`src/rtl/lcdt_pkg.sv`:
```
// Package for the raster timing generator.
// Holds the shared widths, the register addresses and the live
// configuration record. Assumes a 32-bit register data bus.
package lcdt_pkg;
    localparam int DW = 32;          // register data width
    localparam int HW = DW / 2;      // horizontal field width
    localparam int FW = DW;          // frame pixel counter width
    localparam int CW = 24;          // colour width
    localparam int AW = 4;           // register address width
    localparam int AXW = HW - 1;     // active-x field width (top bit is enable)

    typedef enum logic [AW-1:0] {
        A_RUN    = 4'd0,
        A_LINE   = 4'd1,
        A_FPER   = 4'd2,
        A_VSW    = 4'd3,
        A_DISPX  = 4'd4,
        A_DISPY0 = 4'd5,
        A_DISPY1 = 4'd6,
        A_ACTX   = 4'd7,
        A_ACTY0  = 4'd8,
        A_ACTY1  = 4'd9,
        A_BORDER = 4'd10,
        A_UFLOW  = 4'd11,
        A_SKEW   = 4'd12,
        A_POL    = 4'd13
    } reg_addr_e;

    typedef struct packed {
        logic [HW-1:0] line_per;
        logic [HW-1:0] hs_width;
        logic [HW-1:0] skew;
        logic [HW-1:0] disp_x0;
        logic [HW-1:0] disp_x1;
        logic          act_x_en;
        logic [HW-1:0] act_x0;
        logic [HW-1:0] act_x1;
        logic [FW-1:0] frame_per;
        logic [FW-1:0] vs_width;
        logic [FW-1:0] disp_y0;
        logic [FW-1:0] disp_y1;
        logic          act_y_en;
        logic [FW-1:0] act_y0;
        logic [FW-1:0] act_y1;
        logic [CW-1:0] border;
        logic [CW-1:0] uflow;
        logic          recover;
        logic [2:0]    pol;
    } tcfg_t;
endpackage

```
`src/rtl/lcdt_regs.sv`:
```
// Register store for the raster timing generator.
// Writes to timing fields land in a shadow record. The live record takes
// the whole shadow when stopped or at the frame wrap. The run flag
// is written directly. Assumes single-cycle writes with no readback.
module lcdt_regs
    import lcdt_pkg::*;
(
    input  logic          clk,
    input  logic          rst_n,
    input  logic          wr_en,
    input  logic [AW-1:0] wr_addr,
    input  logic [DW-1:0] wr_data,
    input  logic          frame_wrap,
    output logic          run,
    output tcfg_t         live
);
    tcfg_t shadow;

    // Run flag: written directly, no shadowing.
    always_ff @(posedge clk) begin
        if (!rst_n)
            run <= 1'b0;
        else if (wr_en && wr_addr == A_RUN)
            run <= wr_data[0];
    end

    // Shadow record: decode a write into its fields.
    always_ff @(posedge clk) begin
        if (!rst_n) begin
            shadow <= '0;
        end else if (wr_en) begin
            case (wr_addr)
                A_LINE: begin
                    shadow.line_per <= wr_data[DW-1:HW];
                    shadow.hs_width <= wr_data[HW-1:0];
                end
                A_FPER:   shadow.frame_per <= wr_data[FW-1:0];
                A_VSW:    shadow.vs_width  <= wr_data[FW-1:0];
                A_DISPX: begin
                    shadow.disp_x1 <= wr_data[DW-1:HW];
                    shadow.disp_x0 <= wr_data[HW-1:0];
                end
                A_DISPY0: shadow.disp_y0 <= wr_data[FW-1:0];
                A_DISPY1: shadow.disp_y1 <= wr_data[FW-1:0];
                A_ACTX: begin
                    shadow.act_x_en <= wr_data[DW-1];
                    shadow.act_x1   <= {1'b0, wr_data[HW+AXW-1:HW]};
                    shadow.act_x0   <= {1'b0, wr_data[AXW-1:0]};
                end
                A_ACTY0: begin
                    shadow.act_y_en <= wr_data[DW-1];
                    shadow.act_y0   <= {1'b0, wr_data[FW-2:0]};
                end
                A_ACTY1:  shadow.act_y1 <= wr_data[FW-1:0];
                A_BORDER: shadow.border <= wr_data[CW-1:0];
                A_UFLOW: begin
                    shadow.recover <= wr_data[DW-1];
                    shadow.uflow   <= wr_data[CW-1:0];
                end
                A_SKEW:   shadow.skew <= wr_data[HW-1:0];
                A_POL:    shadow.pol  <= wr_data[2:0];
                default:  ;
            endcase
        end
    end

    // Live record: copy the whole shadow when stopped or at the frame wrap.
    always_ff @(posedge clk) begin
        if (!rst_n)
            live <= '0;
        else if (!run || frame_wrap)
            live <= shadow;
    end

    // Live timing must not move during a running frame.
    assert_live_hold_R12: assert property (@(posedge clk) disable iff (!rst_n)
        (run && !frame_wrap) |=> $stable(live));
endmodule

```
`src/rtl/lcdt_scan.sv`:
```
// Line and frame counters for the raster timing generator.
// The line counter wraps at line period minus one. The frame counter
// counts pixel clocks and wraps at frame period minus one. It also
// restarts the line counter. Both counters stay at zero while stopped.
module lcdt_scan
    import lcdt_pkg::*;
(
    input  logic          clk,
    input  logic          rst_n,
    input  logic          run,
    input  logic [HW-1:0] line_per,
    input  logic [FW-1:0] frame_per,
    output logic [HW-1:0] hpos,
    output logic [FW-1:0] fpos,
    output logic          frame_wrap
);
    logic line_end;

    // Terminal-count detection for both counters.
    always_comb begin
        frame_wrap = run && (fpos == frame_per - 1'b1);
        line_end   = (hpos == line_per - 1'b1);
    end

    // Counter advance with wrap and the stopped hold.
    always_ff @(posedge clk) begin
        if (!rst_n || !run) begin
            hpos <= '0;
            fpos <= '0;
        end else begin
            fpos <= frame_wrap ? '0 : fpos + 1'b1;
            hpos <= (frame_wrap || line_end) ? '0 : hpos + 1'b1;
        end
    end

    assert_hwrap_R3: assert property (@(posedge clk) disable iff (!rst_n)
        (run && line_end && !frame_wrap) |=> hpos == '0);
    assert_fwrap_R4: assert property (@(posedge clk) disable iff (!rst_n)
        frame_wrap |=> (fpos == '0 && hpos == '0));
    assert_stop_zero_R1: assert property (@(posedge clk) disable iff (!rst_n)
        !run |=> (fpos == '0 && hpos == '0));
endmodule

```
`src/rtl/lcdt_pixout.sv`:
```
// Output stage for the raster timing generator.
// Compares the counters against the live limits to make the syncs, the
// display and active windows, and the colour mux. Holds the underflow latch.
// Outputs are combinational from registered counters and configuration.
module lcdt_pixout
    import lcdt_pkg::*;
(
    input  logic          clk,
    input  logic          rst_n,
    input  logic          run,
    input  logic [HW-1:0] hpos,
    input  logic [FW-1:0] fpos,
    input  logic          frame_wrap,
    input  tcfg_t         cfg,
    input  logic          pix_valid,
    input  logic [CW-1:0] pix_data,
    output logic          hsync,
    output logic          vsync,
    output logic          de,
    output logic          pix_sel,
    output logic [CW-1:0] rgb,
    output logic          frame_start
);
    logic          hs_raw, vs_raw, disp, in_dx, in_dy, in_ax, in_ay, act;
    logic          uf_latched;
    logic [HW:0]   hs_end;

    // Sync and window comparisons against the counters.
    always_comb begin
        hs_end = {1'b0, cfg.skew} + {1'b0, cfg.hs_width};
        hs_raw = run && ({1'b0, hpos} >= {1'b0, cfg.skew}) && ({1'b0, hpos} < hs_end);
        vs_raw = run && (fpos < cfg.vs_width);
        in_dx  = (hpos >= cfg.disp_x0) && (hpos <= cfg.disp_x1);
        in_dy  = (fpos >= cfg.disp_y0) && (fpos <= cfg.disp_y1);
        in_ax  = cfg.act_x_en ? ((hpos >= cfg.act_x0) && (hpos <= cfg.act_x1)) : in_dx;
        in_ay  = cfg.act_y_en ? ((fpos >= cfg.act_y0) && (fpos <= cfg.act_y1)) : in_dy;
        disp   = run && in_dx && in_dy;
        act    = disp && in_ax && in_ay;
    end

    // Underflow latch: set on a starved active pixel, cleared by stop or recovery.
    always_ff @(posedge clk) begin
        if (!rst_n || !run)
            uf_latched <= 1'b0;
        else if (frame_wrap && cfg.recover)
            uf_latched <= 1'b0;
        else if (act && !pix_valid)
            uf_latched <= 1'b1;
    end

    // Polarity, pixel-source select and colour selection.
    always_comb begin
        hsync       = hs_raw ^ cfg.pol[0];
        vsync       = vs_raw ^ cfg.pol[1];
        de          = disp   ^ cfg.pol[2];
        pix_sel     = act;
        frame_start = run && (fpos == '0);
        if (!disp)
            rgb = '0;
        else if (!act)
            rgb = cfg.border;
        else if (!pix_valid || uf_latched)
            rgb = cfg.uflow;
        else
            rgb = pix_data;
    end

    assert_sel_in_disp_R7: assert property (@(posedge clk) disable iff (!rst_n)
        pix_sel |-> disp);
    assert_uf_sticky_R10: assert property (@(posedge clk) disable iff (!rst_n)
        (run && uf_latched && !(frame_wrap && cfg.recover)) |=> uf_latched);
    assert_stop_idle_R1: assert property (@(posedge clk) disable iff (!rst_n)
        !run |-> (!pix_sel && rgb == '0 && !frame_start));
endmodule

```
`src/rtl/lcdt_top.sv`:
```
// Top level of the LCD raster timing generator.
// Joins the register store, the scan counters and the output stage.
// Assumes one pixel per clock and a register write port with no readback.
module lcdt_top
    import lcdt_pkg::*;
(
    input  logic          clk,
    input  logic          rst_n,
    input  logic          wr_en,
    input  logic [AW-1:0] wr_addr,
    input  logic [DW-1:0] wr_data,
    input  logic          pix_valid,
    input  logic [CW-1:0] pix_data,
    output logic          hsync,
    output logic          vsync,
    output logic          de,
    output logic          pix_sel,
    output logic [CW-1:0] rgb,
    output logic          frame_start
);
    logic          run, frame_wrap;
    tcfg_t         live;
    logic [HW-1:0] hpos;
    logic [FW-1:0] fpos;

    lcdt_regs u_regs (
        .clk(clk), .rst_n(rst_n), .wr_en(wr_en), .wr_addr(wr_addr),
        .wr_data(wr_data), .frame_wrap(frame_wrap), .run(run), .live(live)
    );

    lcdt_scan u_scan (
        .clk(clk), .rst_n(rst_n), .run(run), .line_per(live.line_per),
        .frame_per(live.frame_per), .hpos(hpos), .fpos(fpos),
        .frame_wrap(frame_wrap)
    );

    lcdt_pixout u_out (
        .clk(clk), .rst_n(rst_n), .run(run), .hpos(hpos), .fpos(fpos),
        .frame_wrap(frame_wrap), .cfg(live), .pix_valid(pix_valid),
        .pix_data(pix_data), .hsync(hsync), .vsync(vsync), .de(de),
        .pix_sel(pix_sel), .rgb(rgb), .frame_start(frame_start)
    );
endmodule

```
`config.mk`:
```
export PLATFORM = sky130hd
export DESIGN_NAME = lcdt_top
export DESIGN_NICKNAME = d
export VERILOG_FILES = /design/src/rtl/lcdt_pkg.sv /design/src/rtl/lcdt_regs.sv /design/src/rtl/lcdt_scan.sv /design/src/rtl/lcdt_pixout.sv /design/src/rtl/lcdt_top.sv
export SDC_FILE = /design/constraint.sdc
export NUM_CORES = 2
export LEC_CHECK = 0
export BUFFER_PORTS_ARGS = -buffer_cell sky130_fd_sc_hd__buf_2
export CORE_ASPECT_RATIO = 2
export CORE_MARGIN = 4
export CORE_UTILIZATION = 30
export DETAILED_ROUTE_END_ITERATION = 16
export PLACE_DENSITY = 0.45
export SKIP_CTS_REPAIR_TIMING = 1
export SYNTH_ARGS = -nofsm -noshare
export SYNTH_HDL_FRONTEND = slang
export SYNTH_HIERARCHICAL = 1
export SYNTH_SLANG_ARGS = --single-unit
```
`constraint.sdc`:
```
create_clock -name clk -period 8.7 [get_ports clk]
set_input_delay 0.87 -clock clk [delete_from_list [all_inputs] [get_ports clk]]
set_output_delay 0.87 -clock clk [all_outputs]
set_load 0.1 [all_outputs]
```
==> run summary <==
The flow ran to the end, and the final reports show no timing, DRC or antenna violations. After synthesis, the cell types taking the most area are sky130_fd_sc_hd__dfxtp_1 41%, sky130_fd_sc_hd__nand2_1 12%, sky130_fd_sc_hd__mux2i_1 10%. In this run the worst setup path begins at u_regs/live[310]$_SDFFE_PN0P_.

After clock tree synthesis, the clock-pin slew on the worst setup and hold paths is 0.07 ns. The residual overflow from global routing came out at 0. The post-route core utilization is 33.8%.

The Yosys warning count is 6. The launch instance of the worst min-delay path is u_regs/shadow[169]$_SDFFE_PN0P_. The kind of end point of the critical path is an output port. The fill cell total of the finished layout is 12,900.

Sequential elements use 40.9% of the synthesized area. The root buffer cell chosen for the clock tree is sky130_fd_sc_hd__clkbuf_16. Setup repair after global routing left no endpoint under its margin. In the global route stage, overall resource usage came out at 18.3%. Among all stages on the critical path, the largest delay is contributed by sky130_fd_sc_hd__buf_2. The largest net degree at the start of global routing is 228.

The portion of synthesized cell area occupied by the leading cell type is 40.9%. The leakage power total came out at 16.1 nW. STA classifies the critical path startpoint as a flop. The period utilization came out at 69.0%.

The biggest area contributor in the post-synthesis netlist is sky130_fd_sc_hd__dfxtp_1. The number of global-route vias before repair is 28,800. For the worst-skew pair, the clock arrives at the later sink with an insertion delay of 0.66 ns. The ratio of cells with drive above 1 in the final layout came out at 7.95%. Among cell families on the critical path, the largest total delay comes from compound AO/OA/AOI/OAI gates.

For this run, the leading register cell type out of synthesis is sky130_fd_sc_hd__dfxtp_1. The placer's final routability congestion estimate came out at 0.841. Clock tree synthesis inserted a total of 73 buffers. The netlist area before placement came out at 0.0372 mm^2. The worst IR drop on VDD came out at 0.145 mV. Relative to the synthesized area, the layout overhead comes to 11.7%. The share of synthesized flip-flops with an asynchronous set or reset came out at 0%.

The accumulated negative setup slack is 0 ns. The data arrival time of the critical path is 5.13 ns. In this run the vertical extent of the chip is 506 um. The power density of the placed cells came out at 175 mW/mm^2. STA puts the critical path data required time at 7.83 ns. The cell row count is 182. 93 I/O pins were placed. Leaving out fill and tap cells, the most frequent cell in the layout is sky130_fd_sc_hd__nand2_1. The die area is 0.130 mm^2. Leaving out fill and tap cells, the most frequent cells in the layout are 1,163 x sky130_fd_sc_hd__nand2_1, 760 x sky130_fd_sc_hd__dfxtp_1, 384 x sky130_fd_sc_hd__mux2i_1. The worst clock skew came out at 0.0277 ns. The min-delay analysis places its worst path in the category flop to flop. The number of slew-limit violations in the final report is 0. The half-perimeter wire length after placement is 80,600 um.

The largest stage delay on the critical path came out at 0.46 ns. The number of instances in the synthesized netlist is 4,295. In the final routed layout, each cell accounts on average for 20.7 um.

The post-detailed-routing wire length came out at 122,000 um. The type of the setup path with the least slack is flop to output port. The mean cell area of the mapped netlist is 8.66 um^2.

The violation count after the first detailed-routing iteration came out at 1,268. The number of vias after detailed routing came out at 28,900. Counting along the longest clock path gives a buffer depth of 3. The tool flagged a number of max-cap violations equal to 0. The number of port buffers is 92. The number of antenna violations at the first check in global routing is 1. The count of unique library cells instantiated by Yosys is 81. CTS saw 760 sinks. In this run, synthesis produced a sequential element count of 760.

The H-tree depth is 3. The width of the chip is 257 um. The number of remaining DRC errors is 0. The initial standard-cell utilization of the core came out at 30.2%.

The net count of the finished layout came out at 4,611. The worst slew margin relative to its limit is 19.2%. The number of enable flip-flop cells after synthesis came out at 0. Once detail routing completed, the nets flagged for antenna violations numbered 0.

The via-per-instance ratio is 4.90. For this run, the top clock speed supported by timing is 0.167 GHz. The critical path goes through ha_1 > fa_1 > a21oi_1 > o211ai_1 > a31oi_1 > a211oi_1 > o21ai_0 > a21boi_0 > a21o_1 > ha_1 > nand3_1 > a211o_1 > a211oi_1 > a221o_1 > xnor2_1 > buf_2. The first-pass iteration count of the detailed router is 5. The TritonCTS clock tree is yes. The worst register-to-register path begins at u_regs/live[213]$_SDFFE_PN0P_. Setup violations remaining at the end of the flow were counted as 0. The hold violation count in the final report came to 0. The region available for standard cell placement spans 0.123 mm^2. Together, buffers and inverters on the worst path number 1.

The slew at the pin closest to its max-slew limit is 1.21 ns. The maximum fanout along the worst path came out at 3. The wire length of the first global-routing pass came out at 183,000 um.

The shortest period the worst path allows is 6.00 ns.
[power by group]
| group | switching, mW | internal [mW] | total [mW] |
|---|---|---|---|
| Clock | 1.47 | 1.82 | 3.30 |
| Sequential | 0.0191 | 3.51 | 3.53 |
| Combinational | 0.283 | 0.136 | 0.419 |
| Total | 1.78 | 5.47 | 7.25 |
[worst paths after layout]
check | slack [ns] | cells past startpoint | endpoint
setup / recovery | 2.70 | 16 | hsync
hold / removal | 0.45 | 2 | u_regs/shadow[169]$_SDFFE_PN0P_
setup reg to reg | 3.28 | 13 | u_regs/live[138]$_SDFFE_PN0P_
hold reg to reg | 0.45 | 2 | u_regs/shadow[169]$_SDFFE_PN0P_
[layer usage]
metal | vias up | GRT usage (%) | wire length (um)
li1 | 14300 | - | -
met1 | 14000 | 19.3 | 46600
met2 | 408 | 36.2 | 66600
met3 | 176 | 2.50 | 3510
met4 | 0 | 7.53 | 5330
met5 | - | 0 | 0
[final cells by class]
type / count / area (um^2) / share of cell area [%]
Multi-Input combinational cell: 3024 / 20000 / 48.2
Inverter: 254 / 953 / 2.30
Tap cell: 1564 / 1960 / 4.71
Antenna cell: 1 / 2.50 / 0.00602
Timing Repair Buffer: 159 / 998 / 2.40
Clock buffer: 104 / 2160 / 5.19
Clock inverter: 26 / 241 / 0.581
Sequential cell: 760 / 15200 / 36.6
[flip-flops by register name (all words and copies together) (netlist names)]
signal / flops
u_regs/live: 355
u_regs/shadow: 355
u_scan/fpos: 32
u_scan/hpos: 16
u_out/uf_latched: 1
u_regs/run: 1
[Yosys cell counts (all sizes together) (8+ instances only)]
cell / n
mux2i: 384
nor4: 43
nand3: 49
a21oi: 87
nand2: 1167
ha: 274
or3: 12
xnor2: 64
a31oi: 16
xor2: 54
nand2b: 24
a211oi: 19
a21boi: 358
nor2b: 14
dfxtp: 760
a2111oi: 8
clkbuf: 192
and3: 17
or4: 11
a21o: 42
o211ai: 9
nor3: 60
nand4: 50
inv: 254
buf: 67
nor2: 94
mux2: 27
o21ai: 47
[worst reg2reg max path, stage by stage, from the launching register on]
cell,delay (ns)
sky130_fd_sc_hd__dfxtp_1,0.36
sky130_fd_sc_hd__inv_1,0.08
sky130_fd_sc_hd__ha_1,0.22
sky130_fd_sc_hd__nor4b_2,0.58
sky130_fd_sc_hd__nand4_1,0.49
sky130_fd_sc_hd__or4_1,0.64
sky130_fd_sc_hd__a21oi_1,0.17
sky130_fd_sc_hd__nand4_1,0.19
sky130_fd_sc_hd__nor4_4,0.24
sky130_fd_sc_hd__buf_4,0.30
sky130_fd_sc_hd__nand2b_4,0.68
sky130_fd_sc_hd__buf_4,0.92
sky130_fd_sc_hd__nand2_1,0.25
sky130_fd_sc_hd__a21boi_0,0.21
[through the flow]
step,std cells,hold slack [ns],instance area (um^2),setup WS (ns),total power [mW]
CTS,5891,0.454,41500,2.70,7.37
finish,5892,0.454,41500,2.70,7.25
detailed placement,5761,0.447,39100,3.35,4.04
floorplan,4297,0.435,37200,3.28,3.88
global placement,5761,0.442,39100,3.38,4.03
global route,5892,0.471,41500,2.50,7.51
[cell families (layout without fill, tap and decap cells)]
| kind of cell | Yosys count | count (layout) | synth area share (%) |
|---|---|---|---|
| xor gates and xnor gates | 118 | 118 | 2.78 |
| adders and majority gates | 275 | 275 | 9.28 |
| AOI/OAI and AO/OA | 640 | 640 | 12.3 |
| DFF | 760 | 760 | 40.9 |
| muxes | 411 | 411 | 11.2 |
| buffers and inverters | 513 | 543 | 5.57 |
| other | 1 | 4 | 0.0101 |
| and+or+nand+nor | 1577 | 1577 | 18.0 |
(Power assumes the default switching activity.)
